===== config.mk =====
export PLATFORM = sky130hd
export DESIGN_NAME = chipBusSlotArbiter
export DESIGN_NICKNAME = d
export VERILOG_FILES = /design/src/rtl/arbPkg.sv /design/src/rtl/arbControl.sv /design/src/rtl/arbOwnerPath.sv /design/src/rtl/chipBusSlotArbiter.sv
export SDC_FILE = /design/constraint.sdc
export NUM_CORES = 1
export LEC_CHECK = 0
export ABC_AREA = 1
export BUFFER_PORTS_ARGS = -buffer_cell sky130_fd_sc_hd__buf_2
export CAP_MARGIN = 20
export CORE_AREA = 3 3 40 42
export CTS_CLUSTER_DIAMETER = 80
export DETAILED_ROUTE_END_ITERATION = 16
export DIE_AREA = 0 0 43 45
export SYNTH_ARGS = -nofsm -noshare
export SYNTH_HDL_FRONTEND = slang
export SYNTH_SLANG_ARGS = --single-unit
export TNS_END_PERCENT = 20

===== constraint.sdc =====
create_clock -name clk -period 1.5 [get_ports clk]
set_input_delay 0 -clock clk [delete_from_list [all_inputs] [get_ports clk]]
set_output_delay 0 -clock clk [all_outputs]
set_load 0.02 [all_outputs]

===== src/rtl/arbPkg.sv =====
package arbPkg;
  localparam int OWNER_W  = 4;
  localparam int OWN_FIX  = 0;
  localparam int OWN_COP  = 1;
  localparam int OWN_BLIT = 2;
  localparam int OWN_CPU  = 3;

  // strobes from control to the owner datapath
  typedef struct packed {
    logic blitActive;  // blitter busy and allowed to do DMA
    logic fenceCpu;    // warm-up fence under priority
    logic yieldOk;     // CPU has been starved long enough
  } arbStrobes_t;
endpackage


===== src/rtl/arbControl.sv =====
module arbControl
  import arbPkg::*;
#(
  parameter int MISS_LIMIT = 3
) (
  input  logic               clk,
  input  logic               rstN,
  input  logic               slotEn,
  input  logic               blitPri,
  input  logic               blitDmaEn,
  input  logic               blitBusy,
  input  logic               blitWarmup,
  input  logic               cpuReq,
  input  logic [OWNER_W-1:0] owner,
  output arbStrobes_t        strobes
);
  localparam int CNT_W = $clog2(MISS_LIMIT + 1);
  localparam logic [CNT_W-1:0] LIMIT = CNT_W'(MISS_LIMIT);

  logic [CNT_W-1:0] missCnt;
  logic             active;

  assign active = blitBusy & blitDmaEn;

  always_comb begin
    strobes.blitActive = active;
    strobes.fenceCpu   = active & blitPri & blitWarmup;
    strobes.yieldOk    = (missCnt == LIMIT);
  end

  always_ff @(posedge clk) begin
    if (!rstN) begin
      missCnt <= '0;
    end else if (slotEn) begin
      if (!active || blitPri) begin
        missCnt <= '0;
      end else if (owner[OWN_CPU]) begin
        missCnt <= '0;
      end else if (cpuReq && owner[OWN_BLIT] && missCnt < LIMIT) begin
        missCnt <= missCnt + 1'b1;
      end
    end
  end
endmodule


===== src/rtl/arbOwnerPath.sv =====
module arbOwnerPath
  import arbPkg::*;
(
  input  logic               slotEn,
  input  logic               fixedReq,
  input  logic               copReq,
  input  logic               blitPri,
  input  logic               blitNeedsBus,
  input  logic               cpuReq,
  input  arbStrobes_t        strobes,
  output logic [OWNER_W-1:0] owner
);
  always_comb begin
    owner = '0;
    if (slotEn) begin
      if (fixedReq) begin
        owner[OWN_FIX] = 1'b1;
      end else if (copReq) begin
        owner[OWN_COP] = 1'b1;
      end else if (strobes.blitActive) begin
        if (blitNeedsBus) begin
          if (!blitPri && cpuReq && strobes.yieldOk) owner[OWN_CPU] = 1'b1;
          else                                       owner[OWN_BLIT] = 1'b1;
        end else if (strobes.fenceCpu) begin
          owner[OWN_BLIT] = 1'b1;
        end else if (cpuReq) begin
          owner[OWN_CPU] = 1'b1;
        end
      end else if (cpuReq) begin
        owner[OWN_CPU] = 1'b1;
      end
    end
  end
endmodule


===== src/rtl/chipBusSlotArbiter.sv =====
module chipBusSlotArbiter
  import arbPkg::*;
#(
  parameter int MISS_LIMIT = 3
) (
  input  logic       clk,
  input  logic       rstN,
  input  logic       slotEn,
  input  logic       fixedReq,
  input  logic       copReq,
  input  logic       blitPri,
  input  logic       blitDmaEn,
  input  logic       blitBusy,
  input  logic       blitNeedsBus,
  input  logic       blitWarmup,
  input  logic       cpuReq,
  output logic [3:0] owner,
  output logic       cpuGrant
);
  arbStrobes_t strobes;
  logic [OWNER_W-1:0] ownerInt;

  arbControl #(.MISS_LIMIT(MISS_LIMIT)) ctrl (
    .clk(clk), .rstN(rstN), .slotEn(slotEn), .blitPri(blitPri),
    .blitDmaEn(blitDmaEn), .blitBusy(blitBusy), .blitWarmup(blitWarmup),
    .cpuReq(cpuReq), .owner(ownerInt), .strobes(strobes)
  );

  arbOwnerPath path (
    .slotEn(slotEn), .fixedReq(fixedReq), .copReq(copReq), .blitPri(blitPri),
    .blitNeedsBus(blitNeedsBus), .cpuReq(cpuReq), .strobes(strobes),
    .owner(ownerInt)
  );

  assign owner    = ownerInt;
  assign cpuGrant = ownerInt[OWN_CPU];
endmodule


Word-level counts from Yosys, hierarchy flattened:

Cells that the tools add are included.
W data, S select, Z words.

* bits in registers: 2
* input bits: 11
* output and inout bits: 5
* logic and storage cells: 32

* add/subtract/negate cells: 1
* order comparisons: 1
* eq/ne operators: 1
* muxes and demuxes: 16
* bitwise logic cells: 3
* reductions and logical operators: 9

Operator list (count)
* $mux W2: 5
* $mux W1: 9
* $logic_and A1 B1 Y1: 4
* $mux W4: 1
* $and A1 B1 Y1: 3
* $mux W3: 1
* $reduce_bool A3 Y1: 1
* $add A2 B1 Y2 const B: 1
* $eq A2 B2 Y1 const B: 1
* $logic_not A1 Y1: 2
* $lt A2 B2 Y1 const B: 1
* $reduce_and A2 Y1: 1
* $logic_or A1 B1 Y1: 1

Longest topological paths before layout:

* depth in word-level cells: 14
* depth in mapped cells: 9
* mapped depth without buffers: 9

Cells and area by module:

Synthesis repeated with hierarchy kept, for this count alone.

* cell total of the unflattened synthesis: 48
* area, all modules: 265.3 um^2

Modules (own cells, without submodules)
* arbControl: instances 1, cells each 23, area each 161.4 um^2, seq. area each 40.0 um^2
* arbOwnerPath: instances 1, cells each 24, area each 96.3 um^2, seq. area each 0.0 um^2
* chipBusSlotArbiter: instances 1, cells each 1, area each 7.5 um^2, seq. area each 0.0 um^2

Least setup slack after synthesis:

No wires, ideal clock.

* path type: flip-flop to flip-flop
* from: register ctrl.missCnt[0]
* to: register ctrl.missCnt[0]
* library setup time: 0.115 ns
* data arrival time: 1.012 ns
* required time: 1.385 ns
* path slack: 0.373 ns
* cell stages (with the launch flop): 8
* path buffers: 0
* clock period less this slack: 1.127 ns
* cell sequence: dfxtp_1 -> ha_1 -> nand2_1 -> nand2_1 -> nand2_2 -> nand3_2 -> a21oi_1 -> nor2_1

* cells in the longest elaborated chain, start to end: 12
* elaborated cells between the ends (all ways): 19
* those cells by class: add/sub (1); order compare (1); eq/ne (1); mux (11); reduce/logical (5)

Ends and longest elaborated chain
* from (decl): line arbControl.sv:20 `logic [CNT_W-1:0] missCnt;`
* from (signal assigned): line arbControl.sv:40 `missCnt <= missCnt + 1'b1;`
* $eq A2 B2 Y1: line arbControl.sv:28 `strobes.yieldOk = (missCnt == LIMIT);`
* $logic_and A1 B1 Y1: line arbOwnerPath.sv:22 `if (!blitPri && cpuReq && strobes.yieldOk) owner[OWN_CPU] = 1'b1;`
* $mux W1: line arbOwnerPath.sv:22
* $mux W2: line arbOwnerPath.sv:21 `if (blitNeedsBus) begin`
* $mux W1: line arbOwnerPath.sv:20 `end else if (strobes.blitActive) begin`
* $mux W2: line arbOwnerPath.sv:18 `end else if (copReq) begin`
* $mux W3: line arbOwnerPath.sv:16 `if (fixedReq) begin`
* $mux W4: line arbOwnerPath.sv:15 `if (slotEn) begin`
* $logic_and A1 B1 Y1 (2 in a row): line arbControl.sv:39 `end else if (cpuReq && owner[OWN_BLIT] && missCnt < LIMIT) begin`
* $reduce_bool A3 Y1 (no source line)
* $reduce_and A2 Y1 (no source line)

Several ways; a longest one is shown, not always the timed one. The select of a mux whose other input is x is not followed.
A chain may end at the register's enable or synchronous reset.

Worst setup path after layout:

* from: register ctrl.missCnt[0]
* to: output port owner[3]

* cells in the longest elaborated chain, start to end: 8

Ends and longest elaborated chain
* $eq A2 B2 Y1: line arbControl.sv:28
* $logic_and A1 B1 Y1: line arbOwnerPath.sv:22
* $mux W1: line arbOwnerPath.sv:22
* $mux W2: line arbOwnerPath.sv:21
* $mux W1: line arbOwnerPath.sv:20
* $mux W2: line arbOwnerPath.sv:18
* $mux W3: line arbOwnerPath.sv:16
* $mux W4: line arbOwnerPath.sv:15
* to (decl): line chipBusSlotArbiter.sv:17 `output logic [3:0] owner,`

No other way between the ends.

==> results.cfg <==
[outcome]
outcome = complete, no violations

[synth]
synth_top_family_by_area = simple AND/OR/NAND/NOR gates
synth_compound_area_frac = 0.122
ys_warn_count = 0
synth_cell_type_count = 12
synthXorXnorAreaFrac = 0
synthAdderAreaFrac = 0.0552
synth_area_per_cell_um2 = 5.66
syn_area_um2 = 226
synthCells = 40
yosys.area_share.simple = 0.497
ys_seq_area_frac = 0.177
synth_mux_area_frac = 0
ys_seq_elements = 2
syn_nets = 52

[timing]
final_hold_viol_count = 0
skew_ns = 0.00209
rsz0062_at_grt = false
setup_viol = 0
slew_violations = 0
fmax_mhz = 824
min_period_over_period = 0.809
worst_slew_pin_slew_ns = 0.233
timing.setup.tns_ns = 0
maxSlewHeadroom = 0.844
fin_crit_ns = 1.21

[worst_setup_path]
ff2ff_setup_slack_ns = 0.29
crit_type = reg -> out
required_ns = 1.50
reg2reg_to = ctrl.missCnt[1]
crit_fanout = 4
r2r-start = ctrl.missCnt[0]
start_kind = flip-flop
arrival_ns = 1.21
rr_worst_depth = 7
worstSetupEndpointType = output pin

[power_and_ir_drop]
ir_drop_mv = 0.303
p_per_area_nw_per_um2 = 695
power.switching_w = 0.0000630
clockPowerShare = 0.494
p_sw_frac = 0.270
seq_power_share = 0.255
power.internal_w = 0.000170
comb_power_share = 0.252
cellLeakagePower_nw = 0.197

[hold_path]
whs_path_depth = 3
hold_class = in -> reg
hold_start = rstN
holdPathEnd = ctrl.missCnt[0]

[clock_network]
cts_setup_buffers = 0
cts_sinks = 2
insertion_delay_ns = 0.22
ctsHoldBuffers = 0
numCtsBuffers = 3
h-tree-depth = 1
root_buffer = clkbuf_4
cts_tree = built
cts_resized = 0
clock_path_buffers = 2
cts.clk_slew.worst_paths_ns = 0.03

[die]
dieArea_um2 = 1940
die_y_um = 45
ioPinCount = 16
core_area_um2 = 1280
initial_core_util = 0.176
rows = 13
die_w_um = 43

[grt]
grt_pass1_vias = 304
antenna_found_initial = 0
grt_pass1_wl_um = 1040
gr-total-overflow = 0
grt_max_degree = 8
grtUsageTotal = 0.0732

[placement]
placed_area_um2 = 313
dp_cells = 69
place_congestion = 0.747
dp_hpwl_um = 481
portBuffers = 15

[route]
ant_nets = 0
post_drt_via_cell_ratio = 4.07
wl_per_cell_um = 7.31
drtIter0Drc = 4
route.detailed.drc = 0
routed_wl_um = 526
drtPass1Iterations = 2
vias = 293

[run]
drv_cap = 0

[cells_and_area]
drive_above_1_share = 0.386
final_area_um2 = 335
final_cells = 72
diodes = 0
largest_register_ffs = 2
regArea_um2 = 40.0
syn_to_final_growth_pct = 48.1
regMostFlops = ctrl.missCnt
final.fill_count = 155
multi_input_area_um2 = 153
largestRegisters = ctrl.missCnt: 2 flops
layout.nets = 71
cells in the mapped netlist:
| cell type | instances | share of area |
|---|---|---|
| nand2_1 | 8 | 0.13 |
| nor2_1 | 8 | 0.13 |
| inv_1 | 7 | 0.12 |
| nand3_1 | 6 | 0.13 |
| a21oi_1 | 2 | 0.044 |
| a21oi_2 | 2 | 0.077 |
| dfxtp_1 | 2 | 0.18 |
| buf_4 | 1 | 0.033 |
| ha_1 | 1 | 0.055 |
| nand2_2 | 1 | 0.028 |
| nand3_2 | 1 | 0.044 |
| nand4_1 | 1 | 0.028 |
power by group through the flow:
stage                     sequential [W]  clock [W]  combinational, W
after global routing           0.0000595   0.000135         0.0000686
after floorplan                0.0000595          0         0.0000354
final                          0.0000593   0.000115         0.0000586
after global placement         0.0000599          0         0.0000589
after CTS                      0.0000593   0.000124         0.0000598
after detailed placement       0.0000600          0         0.0000595
cells in the final DEF (no fill, tap or decap):
cell | synthesis | final
nand3_1 | 6 | 6
nand2_1 | 8 | 8
nand4_1 | 1 | 1
inv_1 | 7 | 7
nor2_1 | 8 | 8
nand2_2 | 1 | 1
nand3_2 | 1 | 1
ha_1 | 1 | 1
clkbuf_4 | 0 | 3
a21oi_1 | 2 | 2
a21oi_2 | 2 | 2
dfxtp_1 | 2 | 2
buf_2 | 0 | 15
how the worst max path moves through the flow:
stage | from | end | slack, ns
finish | ctrl.missCnt[0] | owner[3] | 0.29
CTS | ctrl.missCnt[0] | owner[3] | 0.26
global placement | ctrl.missCnt[0] | ctrl.missCnt[0] | 0.30
global route | ctrl.missCnt[0] | cpuGrant | 0.13
floorplan | ctrl.missCnt[0] | ctrl.missCnt[0] | 0.37
detailed placement | ctrl.missCnt[0] | ctrl.missCnt[1] | 0.29
critical path: stages, from the launching register on:
cell and delay, ns:
dfxtp_1 0.31, ha_1 0.21, nand2_1 0.08, nand2_1 0.08, nand2_2 0.11, inv_1 0.05, buf_2 0.15
kinds of logic after synthesis:
family / after synthesis
flops: 2
compound gates: 4
buf+inv: 8
simple gates: 25
fa+ha+maj: 1
metal layers:
| metal | part of all wire | routed length (µm) | track usage |
|---|---|---|---|
| met1 | 0.43 | 224 | 0.0647 |
| met2 | 0.51 | 270 | 0.129 |
| met3 | 0.059 | 31 | 0.0359 |
| met4 | 0 | 0 | 0.0542 |
| met5 | 0 | 0 | 0 |
area by class of cell:
cell class                      count  area share
Tap cell                           15      0.0560
Sequential cell                     2       0.119
Multi-Input combinational cell     30       0.455
Clock buffer                        3      0.0672
Inverter                            7      0.0784
Timing Repair Buffer               15       0.224
through the flow:
stage	worst slack (ns)	total power [W]	hold slack (ns)	utilization
2_1_floorplan	0.373	0.0000949	0.121	-
3_3_place_gp	0.302	0.000119	0.241	0.243
3_5_place_dp	0.287	0.000119	0.245	0.243
4_1_cts	0.262	0.000243	0.0103	0.261
5_1_grt	0.135	0.000263	0.0262	0.261
6_report	0.287	0.000233	0.0205	0.261
Note: power is estimated with default switching activity, not from simulation.
